**config.mk**
```make
export PLATFORM = sky130hd
export DESIGN_NAME = tmr_clksel_prescaler
export DESIGN_NICKNAME = d
export VERILOG_FILES = /design/src/rtl/tcs_pkg.sv /design/src/rtl/tcs_prescale_ctr.sv /design/src/rtl/tcs_ext_edge.sv /design/src/rtl/tcs_src_mux.sv /design/src/rtl/tmr_clksel_prescaler.sv
export SDC_FILE = /design/constraint.sdc
export NUM_CORES = 1
export LEC_CHECK = 0
export ABC_AREA = 1
export BUFFER_PORTS_ARGS = -buffer_cell sky130_fd_sc_hd__buf_2
export CAP_MARGIN = 20
export CORE_MARGIN = 1
export CORE_UTILIZATION = 50
export CTS_BUF_LIST = sky130_fd_sc_hd__clkbuf_2
export CTS_CLUSTER_SIZE = 12
export DETAILED_ROUTE_END_ITERATION = 8
export PLACE_DENSITY = 0.69
export SLEW_MARGIN = 25
export SYNTH_ARGS = -nofsm -noshare
export SYNTH_HDL_FRONTEND = slang
export SYNTH_SLANG_ARGS = --single-unit
```
**constraint.sdc**
```tcl
create_clock -name clk_i -period 1.29 [get_ports clk_i]
set_input_delay 0.1935 -clock clk_i [delete_from_list [all_inputs] [get_ports clk_i]]
set_output_delay 0.1935 -clock clk_i [all_outputs]
set_load 0.05 [all_outputs]
```
**src/rtl/tcs_pkg.sv**
```systemverilog
package tcs_pkg;

  localparam int unsigned SEL_W    = 3;
  localparam int unsigned NUM_TAPS = 4;

  typedef enum logic [SEL_W-1:0] {
    SRC_OFF      = 3'd0,
    SRC_DIRECT   = 3'd1,
    SRC_DIV8     = 3'd2,
    SRC_DIV64    = 3'd3,
    SRC_DIV256   = 3'd4,
    SRC_DIV1024  = 3'd5,
    SRC_EXT_FALL = 3'd6,
    SRC_EXT_RISE = 3'd7
  } tcs_src_e;

  // first code that maps onto a prescale tap; taps follow in order
  localparam logic [SEL_W-1:0] FIRST_TAP_CODE = SRC_DIV8;

endpackage

```
**src/rtl/tcs_prescale_ctr.sv**
```systemverilog
module tcs_prescale_ctr #(
  parameter int unsigned CNT_W              = 10,
  parameter int unsigned NUM_TAPS           = 4,
  parameter int unsigned TAP_LOG2[NUM_TAPS] = '{3, 6, 8, 10}
) (
  input  logic                clk_i,
  input  logic                rst_ni,
  output logic [NUM_TAPS-1:0] tap_o
);

  logic [CNT_W-1:0] cnt_q;
  logic [CNT_W-1:0] cnt_d;
  logic             cnt_en;

  // free-running: never cleared by the source code
  assign cnt_en = 1'b1;

  always_comb begin
    cnt_d = cnt_q;
    if (cnt_en) begin
      cnt_d = cnt_q + CNT_W'(1);
    end
  end

  always_ff @(posedge clk_i or negedge rst_ni) begin
    if (!rst_ni) begin
      cnt_q <= '0;
    end else begin
      cnt_q <= cnt_d;
    end
  end

  // a tap fires in the cycle before its low bits roll over to zero
  for (genvar g = 0; g < NUM_TAPS; g++) begin : g_tap
    assign tap_o[g] = &cnt_q[TAP_LOG2[g]-1:0];
  end

endmodule

```
**src/rtl/tcs_ext_edge.sv**
```systemverilog
module tcs_ext_edge #(
  parameter int unsigned SYNC_STAGES = 2
) (
  input  logic clk_i,
  input  logic rst_ni,
  input  logic ext_i,
  output logic rise_o,
  output logic fall_o
);

  localparam int unsigned MSB = SYNC_STAGES - 1;

  logic [SYNC_STAGES-1:0] sync_q;
  logic [SYNC_STAGES-1:0] sync_d;
  logic                   last_q;
  logic                   last_d;

  always_comb begin
    sync_d = {sync_q[MSB-1:0], ext_i};
    last_d = sync_q[MSB];
  end

  always_ff @(posedge clk_i or negedge rst_ni) begin
    if (!rst_ni) begin
      sync_q <= '0;
      last_q <= 1'b0;
    end else begin
      sync_q <= sync_d;
      last_q <= last_d;
    end
  end

  assign rise_o =  sync_q[MSB] & ~last_q;
  assign fall_o = ~sync_q[MSB] &  last_q;

endmodule

```
**src/rtl/tcs_src_mux.sv**
```systemverilog
module tcs_src_mux
  import tcs_pkg::*;
#(
  parameter int unsigned NUM_TAPS = 4
) (
  input  logic                clk_i,
  input  logic                rst_ni,
  input  logic [SEL_W-1:0]    sel_i,
  input  logic [NUM_TAPS-1:0] tap_i,
  input  logic                rise_i,
  input  logic                fall_i,
  output logic                tick_o
);

  logic tick_d;
  logic tick_q;

  always_comb begin
    tick_d = 1'b0;
    case (sel_i)
      SRC_OFF:      tick_d = 1'b0;
      SRC_DIRECT:   tick_d = 1'b1;
      SRC_EXT_FALL: tick_d = fall_i;
      SRC_EXT_RISE: tick_d = rise_i;
      default: begin
        for (int i = 0; i < NUM_TAPS; i++) begin
          if (sel_i == FIRST_TAP_CODE + SEL_W'(i)) begin
            tick_d = tap_i[i];
          end
        end
      end
    endcase
  end

  always_ff @(posedge clk_i or negedge rst_ni) begin
    if (!rst_ni) begin
      tick_q <= 1'b0;
    end else begin
      tick_q <= tick_d;
    end
  end

  assign tick_o = tick_q;

endmodule

```
**src/rtl/tmr_clksel_prescaler.sv**
```systemverilog
module tmr_clksel_prescaler
  import tcs_pkg::*;
#(
  parameter int unsigned CNT_W       = 10,
  parameter int unsigned SYNC_STAGES = 2
) (
  input  logic             clk_i,
  input  logic             rst_ni,
  input  logic [SEL_W-1:0] sel_i,
  input  logic             ext_i,
  output logic             tick_o
);

  localparam int unsigned TAP_LOG2[NUM_TAPS] = '{3, 6, 8, CNT_W};

  logic [NUM_TAPS-1:0] tap;
  logic                ext_rise;
  logic                ext_fall;

  tcs_prescale_ctr #(
    .CNT_W    (CNT_W),
    .NUM_TAPS (NUM_TAPS),
    .TAP_LOG2 (TAP_LOG2)
  ) u_ctr (
    .clk_i  (clk_i),
    .rst_ni (rst_ni),
    .tap_o  (tap)
  );

  tcs_ext_edge #(
    .SYNC_STAGES (SYNC_STAGES)
  ) u_edge (
    .clk_i  (clk_i),
    .rst_ni (rst_ni),
    .ext_i  (ext_i),
    .rise_o (ext_rise),
    .fall_o (ext_fall)
  );

  tcs_src_mux #(
    .NUM_TAPS (NUM_TAPS)
  ) u_mux (
    .clk_i  (clk_i),
    .rst_ni (rst_ni),
    .sel_i  (sel_i),
    .tap_i  (tap),
    .rise_i (ext_rise),
    .fall_i (ext_fall),
    .tick_o (tick_o)
  );

endmodule

```
==> impl_metrics.csv <==
group,metric,value,unit
clock_tree,numCtsBuffers,3,
worst_setup_path,worstPathArrival,1.39,ns
global_route,grt_max_degree,15,
clock_tree,cts.repair.resized,0,
synth,synth_cell_types,15,
clock_tree,path_clk_slew,0.12,ns
final_layout,area_delta_synth_final,10.84,%
min_path,min_to,"u_edge.sync_q[0]",
final_layout,drive_above_1_share,0.2118,
power,powerDensity,928.6,mW/mm^2
detailed_routing,wl_per_cell,9.374,um
synth,synth_nets,83,
timing,relSlewSlack,0.7998,
clock_tree,clock_latency,0.25,ns
final_layout,multiInputGateArea,259.0,um^2
timing,worst_slew_pin_slew,0.3003,ns
outcome,outcome,"completed",
synth,yosys_warnings,0,
synth,synthFlopType,"dfrtp_1",
global_route,grt_pass1_vias,369,
final_layout,fill_cells,103,
clock_tree,root_buffer,"clkbuf_2",
synth,synth-seq-cells,14,
synth,netlist_instances,75,
timing,min_period,1.226,ns
detailed_routing,first_iter_violations,8,
timing,finalHoldViolCount,0,
power,max-vdd-ir-drop,0.7986,mV
power,p_sw_frac,0.2331,
floorplan,initial_core_util,0.5716,
worst_setup_path,cp-start-kind,"flip-flop",
floorplan,die_h,38.59,um
global_route,antenna_found_initial,0,
floorplan,die-area,0.001489,mm^2
timing,fmax,815.9,MHz
timing,clock_skew,0.01113,ns
min_path,worstHoldPathCells,1,
synth,yosysMostFrequentCell,"nand2_1",
min_path,holdCritStartpoint,"ext_i",
placed_design,place_hpwl,724.6,um
final_layout,finalNetCount,95,
global_route,grt_pass1_wl,1.449,mm
worst_setup_path,required,1.46,ns
floorplan,ios,7,
detailed_routing,ant_nets,0,
timing,slew_violations,0,
worst_setup_path,end_kind,"flip-flop",
worst_setup_path,crit_fanout,3,
detailed_routing,drc,0,
detailed_routing,num_vias,470,
power,combPwrFrac,0.084,
floorplan,coreArea,0.001171,mm^2
detailed_routing,viasPerCell,4.747,
synth,yosysSeqAreaShare,0.5234,
worst_setup_path,ff2ff_setup_slack,0.06,ns
clock_tree,cts_buffer_depth,2,
placed_design,io_buffers,6,
global_route,grt_overflow,0,
run,max-cap-violations,0,
worst_setup_path,crit_type,"flip-flop to flip-flop",
global_route,grt_usage,0.1466,
floorplan,rows,12,
power,p_seq_frac,0.651,
clock_tree,cts_tree,"yes",
synth,synth_top_area_frac,0.5234,
floorplan,fp.dieW,38.59,um
clock_tree,h-tree-depth,1,
placed_design,gp_congestion,0.6513,
synth,syn_area,669.4,um^2
timing,rsz0062_at_grt,"false",
timing,finalCritPeriodShare,0.9501,
synth,synth_edf_count,0,
timing,setup_viol,0,
detailed_routing,firstDrtPassIters,4,
synth,synth.top_cells.by_area,"dfrtp_1 52%, nand2_1 10%, inv_1 7.3%",
power,switchingPower,160.6,uW
timing,fin_setup_tns,0,ns
worst_setup_path,rr_endpoint,"u_mux.tick_o",
synth,ys_async_sr_fraction,1.000,
final_layout,n_antenna_cell,0,
power,p_leak,0.4176,nW
power,intPower,528.4,uW
worst_setup_path,timing.rr.start,"u_ctr.cnt_q[0]",
detailed_routing,wirelength,928,um
synth,post_synth.cell_area_avg,8.925,um^2
worst_setup_path,ff2ff_path_depth,8,
power,finalPower,689.0,uW
min_path,worstHoldPathType,"primary input to flip-flop",
power,pwr-share-clk,0.266,
synth,yosysTopAreaCell,"dfrtp_1",
clock_tree,cts_sinks,14,
final_layout,seq_area,350.3,um^2
synth,synth_common_cells,"18 x nand2_1, 14 x dfrtp_1, 13 x inv_1",
## logic make-up (layout without fill, tap and decap cells)
group / Yosys count / after routing / share of synthesized area
and+or+nand+nor: 35 / 35 / 0.2561
buffers and inverters: 16 / 26 / 0.08972
DFF: 14 / 14 / 0.5234
xor gates and xnor gates: 6 / 6 / 0.07850
adders and majority gates: 2 / 2 / 0.03738
AOI/OAI and AO/OA: 2 / 2 / 0.01495
## worst max path at each step
stage,from,endpoint,slack [ns]
floorplan,u_ctr.cnt_q[0],u_mux.tick_o,0.14
global placement,u_ctr.cnt_q[0],u_mux.tick_o,0.10
detailed placement,u_ctr.cnt_q[0],u_mux.tick_o,0.06
CTS,u_ctr.cnt_q[0],u_mux.tick_o,0.06
global route,u_ctr.cnt_q[0],u_mux.tick_o,0.005
finish,u_ctr.cnt_q[0],u_mux.tick_o,0.06
## through the flow
stage	cells	worst slack (ns)	utilization	instance area (um^2)	hold WS (ns)
2_1_floorplan	75	0.1373	-	669.4	-0.1021
3_3_place_gp	95	0.1032	0.6122	716.9	0.1017
3_5_place_dp	95	0.06107	0.6122	716.9	0.1024
4_1_cts	99	0.05566	0.6335	742.0	0.02807
5_1_grt	99	0.004969	0.6335	742.0	0.02080
6_report	99	0.06432	0.6335	742.0	0.04501
## cell type report
cell class / instances / area share
inverters: 16 / 0.08094
repair buffers: 7 / 0.05396
multi-input cells: 45 / 0.3491
well taps: 14 / 0.02361
flip-flops and latches: 14 / 0.4722
clock buffers: 3 / 0.02024
## flip-flops by register name, indices dropped and copies added, names as in the netlist
register and count:
u_edge.sync_q 2, u_mux.tick_o 1, u_ctr.cnt_q 10, u_edge.last_q 1
## critical path, cell delays in order, from the launching register on
cell	delay, ns
dfrtp_1	0.42
ha_1	0.23
ha_1	0.18
nand3_1	0.07
nand2_1	0.05
inv_1	0.05
nand2_1	0.05
nand2_1	0.06
nor2_1	0.03
## what timing repair did
| item | in CTS | in global routing |
|---|---|---|
| setup buffers | 0 | 0 |
| hold buffers | 1 | 0 |
| endpoints found under the hold margin | 14 | 0 |
## layout by cell type, fill, tap and decap left out, types with 3 or more instances in the layout
cell      instances
nand2_1          18
dfrtp_1          14
inv_1            13
nand3_1           7
buf_2             6
xor2_1            4
inv_2             3
nor2_1            3
clkbuf_2          3
## power groups by stage
| stage | Sequential, mW | Combinational [mW] | Clock, mW |
|---|---|---|---|
| 2_1_floorplan | 0.468 | 0.0203 | 0 |
| 3_5_place_dp | 0.457 | 0.0562 | 0 |
| 5_1_grt | 0.450 | 0.0652 | 0.215 |
| 3_3_place_gp | 0.457 | 0.0560 | 0 |
| 6_report | 0.448 | 0.0576 | 0.183 |
| 4_1_cts | 0.448 | 0.0586 | 0.196 |
## routing by layer
layer | global-route usage | part of all wire | vias up
met5 | 0 | 0 | -
met2 | 0.2125 | 0.45 | 11
li1 | - | - | 247
met3 | 0.05202 | 0.048 | 0
met4 | 0.05172 | 0 | 0
met1 | 0.2015 | 0.50 | 212
Power figures use the tool's default switching activity.
